--- src/rtl/tgs_pkg.sv ---
package tgs_pkg;
  localparam int NCLS = 8;
  localparam int TW   = 64;
  localparam int DW   = 32;
  localparam int AW   = 8;

  localparam logic [AW-1:0] A_CTRL    = 8'h00;
  localparam logic [AW-1:0] A_LAUNCH  = 8'h01;
  localparam logic [AW-1:0] A_BASE_LO = 8'h02;
  localparam logic [AW-1:0] A_BASE_HI = 8'h03;
  localparam logic [AW-1:0] A_CYCLE   = 8'h04;
  localparam logic [AW-1:0] A_CEXT    = 8'h05;
  localparam logic [AW-1:0] A_LEN     = 8'h06;
  localparam logic [AW-1:0] A_COMMIT  = 8'h07;
  localparam logic [AW-1:0] A_ENT     = 8'h40;

  typedef struct packed {
    logic [NCLS-1:0] gates;
    logic [DW-1:0]   span;
  } slot_t;

  typedef enum logic [1:0] {S_IDLE, S_INIT, S_SEARCH} find_t;

  // end of a segment starting at 'from', clipped to the cycle limit
  function automatic logic [TW-1:0] seg_end(input logic [TW-1:0] from,
                                            input logic [DW-1:0] span,
                                            input logic [TW-1:0] limit);
    logic [TW-1:0] e;
    e = from + TW'(span);
    return (e < limit) ? e : limit;
  endfunction

  // pending start lies just past a boundary, inside the extension window
  function automatic logic stretch_ok(input logic [TW-1:0] bound,
                                      input logic [TW-1:0] pstart,
                                      input logic [DW-1:0] ext);
    return (pstart > bound) && ((pstart - bound) < TW'(ext));
  endfunction
endpackage

--- src/rtl/tgs_regs.sv ---
module tgs_regs import tgs_pkg::*; #(
  parameter int MAX_LEN = 8,
  parameter int IW = 3,
  parameter int LW = 4
) (
  input  logic                  clk,
  input  logic                  rst_n,
  input  logic                  wr_en,
  input  logic [AW-1:0]         wr_addr,
  input  logic [DW-1:0]         wr_data,
  output logic                  gate_en,
  output logic [NCLS-1:0]       lt_en,
  output logic                  err,
  output logic                  commit_ok,
  output logic                  commit_bad,
  output slot_t [MAX_LEN-1:0]   p_slots,
  output logic [LW-1:0]         p_len,
  output logic [TW-1:0]         p_base,
  output logic [DW-1:0]         p_ct,
  output logic [DW-1:0]         p_cte
);
  slot_t [MAX_LEN-1:0] adm_slots;
  logic [15:0]   adm_len;
  logic [TW-1:0] adm_base;
  logic [DW-1:0] adm_ct, adm_cte;

  logic [AW-1:0] ent_off;
  logic          ent_hit, len_ok, commit_req;
  logic [IW-1:0] ent_idx;
  logic [MAX_LEN-1:0] slot_we;

  assign ent_off    = wr_addr - A_ENT;
  assign ent_hit    = wr_en && (wr_addr >= A_ENT) && (ent_off < AW'(2 * MAX_LEN));
  assign ent_idx    = IW'(ent_off >> 1);
  assign commit_req = wr_en && (wr_addr == A_COMMIT);
  assign len_ok     = (adm_len != 16'd0) && (adm_len <= 16'(MAX_LEN)) && (adm_ct != '0);
  assign commit_ok  = commit_req && len_ok;
  assign commit_bad = commit_req && !len_ok;

  for (genvar g = 0; g < MAX_LEN; g++) begin : g_slot_we
    assign slot_we[g] = ent_hit && (ent_idx == IW'(g));
  end

  always_ff @(posedge clk or negedge rst_n) begin
    if (!rst_n) begin
      adm_slots <= '0;
      p_slots   <= '0;
    end else begin
      for (int i = 0; i < MAX_LEN; i++) begin
        if (slot_we[i]) begin
          if (ent_off[0]) adm_slots[i].span  <= wr_data;
          else            adm_slots[i].gates <= wr_data[NCLS-1:0];
        end
      end
      if (commit_ok) p_slots <= adm_slots;
    end
  end

  always_ff @(posedge clk or negedge rst_n) begin
    if (!rst_n) begin
      adm_len <= '0; adm_base <= '0; adm_ct <= '0; adm_cte <= '0;
      p_len <= '0; p_base <= '0; p_ct <= '0; p_cte <= '0;
      gate_en <= 1'b0; lt_en <= '0; err <= 1'b0;
    end else begin
      if (wr_en) begin
        case (wr_addr)
          A_CTRL: begin
            if (!wr_data[0])       gate_en <= 1'b0;
            else if (lt_en == '0)  gate_en <= 1'b1;
          end
          A_LAUNCH:  if (!gate_en) lt_en <= wr_data[NCLS-1:0];
          A_BASE_LO: adm_base[DW-1:0]  <= wr_data;
          A_BASE_HI: adm_base[TW-1:DW] <= wr_data;
          A_CYCLE:   adm_ct  <= wr_data;
          A_CEXT:    adm_cte <= wr_data;
          A_LEN:     adm_len <= wr_data[15:0];
          default: ;
        endcase
      end
      if (commit_bad) err <= 1'b1;
      if (commit_ok) begin
        err    <= 1'b0;
        p_len  <= LW'(adm_len);
        p_base <= adm_base;
        p_ct   <= adm_ct;
        p_cte  <= adm_cte;
      end
    end
  end
endmodule

--- src/rtl/tgs_start.sv ---
module tgs_start import tgs_pkg::*; (
  input  logic          clk,
  input  logic          rst_n,
  input  logic          commit_ok,
  input  logic          take,
  input  logic [TW-1:0] now_i,
  input  logic [TW-1:0] p_base,
  input  logic [DW-1:0] p_ct,
  output logic          pend_valid,
  output logic [TW-1:0] pend_start
);
  find_t         st_q;
  logic [TW-1:0] snap_q, cand_q;

  always_ff @(posedge clk or negedge rst_n) begin
    if (!rst_n) begin
      st_q <= S_IDLE; snap_q <= '0; cand_q <= '0;
      pend_valid <= 1'b0; pend_start <= '0;
    end else if (commit_ok) begin
      snap_q     <= now_i;
      st_q       <= S_INIT;
      pend_valid <= 1'b0;
    end else begin
      case (st_q)
        S_INIT: begin
          if (p_base == '0) begin
            pend_start <= snap_q;
            pend_valid <= 1'b1;
            st_q       <= S_IDLE;
          end else begin
            cand_q <= p_base;
            st_q   <= S_SEARCH;
          end
        end
        S_SEARCH: begin
          if (cand_q >= snap_q) begin
            pend_start <= cand_q;
            pend_valid <= 1'b1;
            st_q       <= S_IDLE;
          end else begin
            cand_q <= cand_q + TW'(p_ct);
          end
        end
        default: if (take) pend_valid <= 1'b0;
      endcase
    end
  end
endmodule

--- src/rtl/tgs_seq.sv ---
module tgs_seq import tgs_pkg::*; #(
  parameter int MAX_LEN = 8,
  parameter int IW = 3,
  parameter int LW = 4
) (
  input  logic                clk,
  input  logic                rst_n,
  input  logic                gate_en,
  input  logic [TW-1:0]       now_i,
  input  logic                pend_valid,
  input  logic [TW-1:0]       pend_start,
  input  slot_t [MAX_LEN-1:0] p_slots,
  input  logic [LW-1:0]       p_len,
  input  logic [DW-1:0]       p_ct,
  input  logic [DW-1:0]       p_cte,
  output logic                take,
  output logic [NCLS-1:0]     mask,
  output logic [IW-1:0]       idx,
  output logic                run,
  output logic                stretch
);
  slot_t [MAX_LEN-1:0] op_q;
  logic [LW-1:0] len_q;
  logic [DW-1:0] ct_q;
  logic [TW-1:0] cend_q, eend_q;
  logic [IW-1:0] idx_q, nxt;
  logic          run_q, str_q, due, at_bound, has_next;

  assign take     = gate_en && pend_valid && (now_i >= pend_start);
  assign due      = run_q && !str_q && (now_i >= eend_q);
  assign at_bound = (eend_q == cend_q);
  assign nxt      = idx_q + 1'b1;
  assign has_next = (32'(idx_q) + 32'd1) < 32'(len_q);

  always_ff @(posedge clk or negedge rst_n) begin
    if (!rst_n) begin
      op_q <= '0; len_q <= '0; ct_q <= '0; cend_q <= '0; eend_q <= '0;
      idx_q <= '0; run_q <= 1'b0; str_q <= 1'b0;
    end else if (!gate_en) begin
      run_q <= 1'b0;
      str_q <= 1'b0;
    end else if (take) begin
      run_q  <= 1'b1;
      str_q  <= 1'b0;
      op_q   <= p_slots;
      len_q  <= p_len;
      ct_q   <= p_ct;
      idx_q  <= '0;
      cend_q <= pend_start + TW'(p_ct);
      eend_q <= seg_end(pend_start, p_slots[0].span, pend_start + TW'(p_ct));
    end else if (due) begin
      if (at_bound) begin
        if (pend_valid && stretch_ok(cend_q, pend_start, p_cte)) begin
          str_q <= 1'b1;
        end else begin
          idx_q  <= '0;
          cend_q <= cend_q + TW'(ct_q);
          eend_q <= seg_end(cend_q, op_q[0].span, cend_q + TW'(ct_q));
        end
      end else if (has_next) begin
        idx_q  <= nxt;
        eend_q <= seg_end(eend_q, op_q[nxt].span, cend_q);
      end else begin
        eend_q <= cend_q;
      end
    end
  end

  assign mask    = (gate_en && run_q) ? op_q[idx_q].gates : '1;
  assign idx     = idx_q;
  assign run     = run_q;
  assign stretch = str_q;
endmodule

--- src/rtl/tgate_sched.sv ---
module tgate_sched import tgs_pkg::*; #(
  parameter int MAX_LEN = 8
) (
  input  logic                                    clk,
  input  logic                                    rst_n,
  input  logic                                    wr_en,
  input  logic [7:0]                              wr_addr,
  input  logic [31:0]                             wr_data,
  input  logic [63:0]                             now_i,
  output logic [7:0]                              gate_mask_o,
  output logic                                    gate_en_o,
  output logic [7:0]                              launch_en_o,
  output logic                                    run_o,
  output logic [((MAX_LEN > 1) ? $clog2(MAX_LEN) : 1)-1:0] entry_idx_o,
  output logic                                    err_o,
  output logic [$clog2(MAX_LEN+1)-1:0]            cap_len_o
);
  localparam int IW = (MAX_LEN > 1) ? $clog2(MAX_LEN) : 1;
  localparam int LW = $clog2(MAX_LEN + 1);

  slot_t [MAX_LEN-1:0] p_slots;
  logic [LW-1:0] p_len;
  logic [TW-1:0] p_base, pend_start;
  logic [DW-1:0] p_ct, p_cte;
  logic          commit_ok, commit_bad, pend_valid, take, stretch;

  tgs_regs #(.MAX_LEN(MAX_LEN), .IW(IW), .LW(LW)) u_regs (
    .clk, .rst_n, .wr_en, .wr_addr, .wr_data,
    .gate_en(gate_en_o), .lt_en(launch_en_o), .err(err_o),
    .commit_ok, .commit_bad, .p_slots, .p_len, .p_base, .p_ct, .p_cte
  );

  tgs_start u_start (
    .clk, .rst_n, .commit_ok, .take, .now_i, .p_base, .p_ct,
    .pend_valid, .pend_start
  );

  tgs_seq #(.MAX_LEN(MAX_LEN), .IW(IW), .LW(LW)) u_seq (
    .clk, .rst_n, .gate_en(gate_en_o), .now_i, .pend_valid, .pend_start,
    .p_slots, .p_len, .p_ct, .p_cte, .take, .mask(gate_mask_o),
    .idx(entry_idx_o), .run(run_o), .stretch
  );

  assign cap_len_o = LW'(MAX_LEN);
endmodule

--- config.mk ---
export PLATFORM = sky130hd
export DESIGN_NAME = tgate_sched
export DESIGN_NICKNAME = d
export VERILOG_FILES = /design/src/rtl/tgs_pkg.sv /design/src/rtl/tgs_regs.sv /design/src/rtl/tgs_start.sv /design/src/rtl/tgs_seq.sv /design/src/rtl/tgate_sched.sv
export SDC_FILE = /design/constraint.sdc
export NUM_CORES = 2
export LEC_CHECK = 0
export CAP_MARGIN = 20
export CELL_PAD_IN_SITES_DETAIL_PLACEMENT = 0
export CELL_PAD_IN_SITES_GLOBAL_PLACEMENT = 1
export CORE_MARGIN = 4
export CORE_UTILIZATION = 47
export DETAILED_ROUTE_END_ITERATION = 8
export DONT_BUFFER_PORTS = 1
export PLACE_DENSITY = 0.9
export SLEW_MARGIN = 20
export SYNTH_ARGS = -nofsm -noshare
export SYNTH_HDL_FRONTEND = slang
export SYNTH_SLANG_ARGS = --single-unit
export TNS_END_PERCENT = 5
--- constraint.sdc ---
create_clock -name clk -period 7.2 [get_ports clk]
set_input_delay 0.72 -clock clk [delete_from_list [all_inputs] [get_ports clk]]
set_output_delay 0.72 -clock clk [all_outputs]
set_load 0.05 [all_outputs]
Word level (Yosys, flattened, before mapping)
Index checks and enable logic that the tools add are counted.
{"block": "word_totals", "ff_bits": 1610, "in_bits": 107, "word_cells": 246}
{"block": "classes", "n_addsub": 10, "magnitude_cmp": 14, "n_eq_ne": 30, "n_mux": 48, "bitwise": 3, "reduce_logical": 69}
{"cell": "2-to-1 mux 64 bit", "n": 16}
{"cell": "adder 64 x 32 -> 64 bit", "n": 6}
{"cell": "case mux 64 bit (2 select lines)", "n": 2}
{"cell": "binary-select mux 40 bit (select 3 bit)", "n": 2}
{"cell": "greater-or-equal comparator 64 bit", "n": 3}
{"cell": "< comparator 64 bit", "n": 3}
{"cell": "== test 64 bit", "n": 1}
{"cell": "greater-than comparator 64 bit", "n": 1}
{"cell": "logical NOT 64 bit", "n": 1}
{"cell": "< comparator 64 x 32 -> 1 bit", "n": 1}
{"cell": "subtractor 64 bit", "n": 1}
{"cell": "AND reduction 2 bit", "n": 23}
{"cell": "2-to-1 mux 40 bit", "n": 1}
{"cell": "== test 8 x 3 -> 1 bit, second input constant", "n": 4}
{"cell": "< comparator 32 x 4 -> 1 bit", "n": 1}
{"cell": "2-to-1 mux 32 bit", "n": 1}
{"cell": "nonzero test 32 bit", "n": 1}
{"cell": "logical AND 1 bit", "n": 22}
{"cell": "== test 8 x 2 -> 1 bit, second input constant", "n": 2}
{"cell": "less-or-equal comparator 16 x 4 -> 1 bit, second input constant", "n": 1}
{"cell": "logical NOT 8 bit", "n": 2}
{"cell": "AND reduction 4 bit", "n": 4}
{"cell": "nonzero test 16 bit", "n": 1}
{"cell": "2-to-1 mux 1 bit", "n": 15}
{"cell": "other kinds (28)", "n": 59}

Longest topological paths before layout
{"block": "depth", "word_depth": 10, "mapped_depth": 33, "depth_no_buf": 29}

Cells and area by module
Synthesis repeated with hierarchy kept, for this count alone.
{"block": "hier_totals", "hier_cells": 9773, "area_unflattened_um2": 96623.9}
{"module": "tgs_seq", "instances": 1, "cells_each": 6269, "area_each_um2": 49358.6, "seq_area_each_um2": 12236.7}
{"module": "tgs_regs", "instances": 1, "cells_each": 2047, "area_each_um2": 34632.0, "seq_area_each_um2": 23172.2}
{"module": "tgs_start", "instances": 1, "cells_each": 1451, "area_each_um2": 12595.8, "seq_area_each_um2": 4879.7}
{"module": "tgate_sched", "instances": 1, "cells_each": 6, "area_each_um2": 37.5, "seq_area_each_um2": 0.0}

Worst setup path after synthesis
OpenSTA, ideal clock, no wires.
{"block": "synth_path", "path_type": "flip-flop to flip-flop", "startpoint": "register u_seq.idx_q[0], in the netlist u_seq.idx[0]", "endpoint": "register u_seq.eend_q[38]", "setup_time_ps": 134, "arrival_time_ps": 7604, "slack_ps": -538, "path_stages_with_launch": 31, "n_path_buf": 4, "period_less_slack_ps": 7738, "path_cell_list": "dfrtp_1 > clkbuf_1 > buf_1 > mux4_2 > mux2_2 > ha_1 > inv_1 > fa_1 > nor2b_1 > o31a_1 > o21ai_0 > a21oi_1 > a41oi_1 > o21ai_0 > a21o_1 > a2111oi_0 > nor2_1 > xnor2_1 > ha_1 > nand4_1 > nor4_1 > nand4_1 > a21oi_1 > nor4b_1 > o211ai_1 > nand2b_1 > clkbuf_1 > clkbuf_1 > o311ai_0 > a21oi_1 > o31ai_1"}
{"block": "synth_between", "elab_chain_len": 10}
{"element": "start, declared", "line": "tgs_seq.sv:26", "rtl": "logic [IW-1:0] idx_q, nxt;"}
{"element": "start signal, assigned", "line": "tgs_seq.sv:61", "rtl": "idx_q <= nxt;"}
{"element": "adder 3 x 1 -> 3 bit", "line": "tgs_seq.sv:32", "rtl": "assign nxt = idx_q + 1'b1;"}
{"element": "binary-select mux 40 bit (select 3 bit)", "line": "tgs_seq.sv:62", "rtl": "eend_q <= seg_end(eend_q, op_q[nxt].span, cend_q);"}
{"element": "2-to-1 mux 32 bit (implied by the code)", "line": "tgs_seq.sv:62"}
{"element": "adder 64 x 32 -> 64 bit", "line": "tgs_pkg.sv:29", "rtl": "e = from + TW'(span);"}
{"element": "< comparator 64 bit", "line": "tgs_pkg.sv:30", "rtl": "return (e < limit) ? e : limit;"}
{"element": "2-to-1 mux 64 bit", "line": "tgs_pkg.sv:30"}
{"element": "2-to-1 mux 64 bit *", "line": "tgs_seq.sv:60", "rtl": "end else if (has_next) begin"}
{"element": "2-to-1 mux 64 bit *", "line": "tgs_seq.sv:52", "rtl": "if (at_bound) begin"}
{"element": "2-to-1 mux 64 bit *", "line": "tgs_seq.sv:51", "rtl": "end else if (due) begin"}
{"element": "2-to-1 mux 64 bit *", "line": "tgs_seq.sv:42", "rtl": "end else if (take) begin"}
{"element": "end signal, assigned", "line": "tgs_seq.sv:50", "rtl": "eend_q <= seg_end(pend_start, p_slots[0].span, pend_start + TW'(p_ct));"}
{"element": "end signal, assigned", "line": "tgs_seq.sv:62"}
{"element": "end signal, assigned", "line": "tgs_seq.sv:64", "rtl": "eend_q <= cend_q;"}
{"element": "end, declared", "line": "tgs_seq.sv:25", "rtl": "logic [TW-1:0] cend_q, eend_q;"}
Every way passes the cells marked *; elsewhere a longest branch is shown, timed or not. The select of a mux whose other input is x is not followed.
A chain may end at the register's enable or synchronous reset.

Final worst setup path
{"block": "layout_path", "startpoint": "register u_seq.idx_q[0], in the netlist u_seq.idx[0]", "endpoint": "register u_seq.eend_q[41]"}
The elaborated chain is that of the path after synthesis.

==> metrics.md <==
| Metric | Value |
|---|---|
| Leak | `between 0.05 and 0.06 uW` |
| Post-synth EDFFs | `0` |
| Total wire length | `approximately 440000 um` |
| Power per cell area | `between 300 and 400 mW/mm2` |
| CP Data Required Time | `7.88 ns` |
| Synth Area per Inst | `slightly below 10 um2` |
| Num ports | `between 100 and 150` |
| GRT Total Usage | `roughly 40%` |
| Placed wire-length estimate | `around 330000 um` |
| Asr flop ratio synth | `100%` |
| Vias in the first global route | `approximately 85000` |
| Non-Filler Instances | `approximately 13000` |
| CTS H-Tree Depth | `4` |
| DP Area | `0.106 mm2` |
| Core footprint | `roughly 0.2 mm2` |
| Setup crit start kind | `flip-flop` |
| Final setup fails | `19` |
| Data arrival time at the worst-slack endpoint | `between 8 and 9 ns` |
| Slew @ Worst Pin | `about 1.3 ns` |
| Number of antenna violations at the first check in global routing | `66` |
| CP max-delay cell | `or4b_4` |
| Fin crit share | `102%` |
| Final antenna-violating net count | `0` |
| Unique cell type count in the Yosys netlist | `98` |
| Final worst slack | `-0.124 ns` |
| Post-Syn Instances | `about 10000` |
| Most common cell after layout, fill and taps aside | `dfrtp_1` |
| Dpl cells | `roughly 13000` |
| Total gr overflow | `0` |
| Outcome | `finished, violations left` |
| Max-cap violations | `0` |
| Highest-count cells in the layout ignoring fill and taps | `dfrtp_1 (1608), nand2_1 (1607), mux2_2 (1026)` |
| Worst slack at placement | `-1.00 ns` |
| TritonCTS clock tree | `yes` |
| Clock Skew | `between 0.09 and 0.1 ns` |
| Clk Latency, worst-skew pair | `approximately 0.88 ns` |
| CTS Buf Count | `~180` |
| Hold Crit Class | `input port to flip-flop` |
| Total chip power | `between 30000 and 40000 uW` |
| Slew Limit Fails | `0` |
| TritonRoute pass-1 iters | `9` |
| Worst path max stage delay | `between 0.5 and 0.6 ns` |
| Main flop type after synthesis | `dfrtp_1` |
| Remaining DRCs | `0` |
| Register bit total from synthesis | `roughly 1600` |
| Total number of vias | `approximately 85000` |
| Clk slew on worst S/H paths | `around 0.060 ns` |
| Global-route wire length before repair | `roughly 620000 um` |
| Die area | `~0.21 mm2` |
| Nets | `11341` |
| Finished Cell Area | `between 0.1 and 0.15 mm2` |
| Most used cell, CP | `buf_4` |
| Clock sink count | `roughly 1600` |
| Layout cells sized above 1 | `around 25%` |
| Rows | `about 170` |
| Die Height | `between 400 and 500 um` |
| Initial Utilization | `around 47%` |
| Routability cong. | `about 1.1` |
| Critical path class | `flip-flop to flip-flop` |
| Max Root-Sink Buffers | `3` |
| RSZ-0062 raised after global routing | `yes` |
| Fill cell count | `~17000` |
| CP endpoint kind | `flip-flop` |
| Final hold vios | `0` |
| Largest net degree at the start of global routing | `between 150 and 200` |
| CTS root buffer | `clkbuf_16` |
| Failing checks | `setup timing` |
| Peak supply drop | `slightly above 0.0003 V` |
| P&R area growth vs syn | `18.8%` |
| Ys Warns | `0` |
| Vias per cell | `about 6.3` |
| Crit-path max FO | `5` |
| Max-slew headroom | `between 10% and 20%` |
| Mapped Area | `0.0970 mm2` |
| Final min period | `roughly 7.3 ns` |
| Initial DRC Count | `9070` |
| Routed length per instance | `approximately 33 um` |
| I/O Buffers | `0` |
| Horiz. Die Dim | `462 um` |
| Post-synthesis sequential area ratio | `between 40% and 50%` |
| Final hold slack | `0.0310 ns` |
| Highest clock rate | `around 140 MHz` |
-- sequential cells by signal, summed over array words and instances (netlist names), 4 cells and up --
| register | flops |
|---|---|
| u_start.cand_q | 64 |
| u_regs.lt_en | 8 |
| u_seq.ct_q | 32 |
| u_seq.cend_q | 64 |
| u_seq.eend_q | 64 |
| u_start.snap_q | 64 |
| u_seq.op_q | 320 |
| u_regs.p_slots | 320 |
| u_regs.p_cte | 32 |
| u_regs.adm_cte | 32 |
| u_regs.adm_len | 16 |
| u_regs.adm_ct | 32 |
| u_regs.adm_base | 64 |
| u_regs.p_base | 64 |
| u_start.pend_start | 64 |
| u_regs.p_len | 4 |
| u_seq.len_q | 4 |
| u_regs.adm_slots | 320 |
| u_regs.p_ct | 32 |
-- worst max-delay path, delay by kind of cell, from the launching register on --
kind                     cells  cell delay, ns
adder cells (fa/ha/maj)      3            0.94
AND/OR/NAND/NOR              9            1.75
AO/OA/AOI/OAI               11            1.67
buffers and inverters        8            1.26
flip-flops                   1            0.50
XOR/XNOR                     1            0.15
multiplexers                 3            0.88
-- area by class of cell --
class                      instances  area [um2]  share of cell area [%]
clock inverter                    90        1520                    1.32
multi-input combinational       7264       54200                    47.0
clock buffer                     240        5070                    4.40
timing repair buffer            1057        8950                    7.77
antenna                           88         220                   0.191
inverter                         442        1660                    1.44
sequential                      1610       40300                    35.0
tap                             2688        3360                    2.92
-- metrics by stage --
stage	utilization, %	TNS, ns
final	56.2	-0.631
after global routing	56.2	-14.09
after CTS	55.8	-0.0612
after detailed placement	51.8	-49.22
after global placement	51.8	-48.51
after floorplan	-	-0.00322
-- logic make-up (layout without fill, tap and decap cells) --
kind of cell / Yosys count / after routing / synth area share [%]
AOI/OAI and AO/OA: 1857 / 1857 / 12.4
xor gates and xnor gates: 443 / 443 / 4.00
adders and majority gates: 681 / 681 / 8.84
buffers and inverters: 963 / 1829 / 3.78
DFF: 1610 / 1610 / 41.5
muxes: 1270 / 1270 / 15.6
other: 2 / 92 / 0.00774
and+or+nand+nor: 3009 / 3009 / 13.9
-- Yosys cell counts (153+ instances only) --
cell type  number  share of area, %
nor3_1        153              0.79
nand4_1       180               1.2
ha_1          674               8.7
inv_1         425               1.6
nand2_1      1612               6.2
o21ai_0       366               1.9
a21o_1        242               1.9
clkbuf_1      432               1.7
nor2_1        466               1.8
mux2_2       1035                12
xnor2_1       370               3.3
dfrtp_1      1610                42
nand3_1       169              0.87
a21oi_1       514               2.7
-- power by group --
part | internal (uW) | switching, uW
clock | 6040 | 4190
combinational | 5990 | 8740
sequential | 9520 | 991
total | 21500 | 13900
-- layer usage --
| metal | vias up | part of all wire, % | GRT usage [%] |
|---|---|---|---|
| met3 | 1314 | 7.7 | 7.83 |
| li1 | 36609 | - | - |
| met2 | 4262 | 46 | 63.3 |
| met4 | 26 | 9.9 | 32.8 |
| met5 | - | 0.041 | 0 |
| met1 | 42562 | 37 | 47.3 |
-- timing repair --
| item | CTS | global route |
|---|---|---|
| pin swaps | 44 | 59 |
| endpoints found under the setup margin | 64 | 77 |
| resized for setup | 112 | 94 |
| gates cloned | 3 | 1 |
| endpoints found under the hold margin | 360 | 0 |
| buffers inserted | 27 | 20 |
| hold buffers | 75 | 0 |
-- path summary, 6_finish.rpt --
kind	start	endpoint	slack, ns	cells past startpoint
max	u_seq.idx[0]$_DFFE_PN0P_	u_seq.eend_q[41]$_DFFE_PN0P_	-0.12	35
min	now_i[37]	u_start.snap_q[37]$_DFFE_PN0P_	0.03	1
max reg2reg	u_seq.idx[0]$_DFFE_PN0P_	u_seq.eend_q[41]$_DFFE_PN0P_	-0.12	35
min reg2reg	u_regs.p_slots[116]$_DFFE_PN0P_	u_seq.op_q[116]$_DFFE_PN0P_	0.46	2
max in group asynchronous	rst_n	u_regs.p_slots[166]$_DFFE_PN0P_	4.69	4
min in group asynchronous	rst_n	u_seq.cend_q[61]$_DFFE_PN0P_	0.37	2
(Power assumes the default switching activity.)
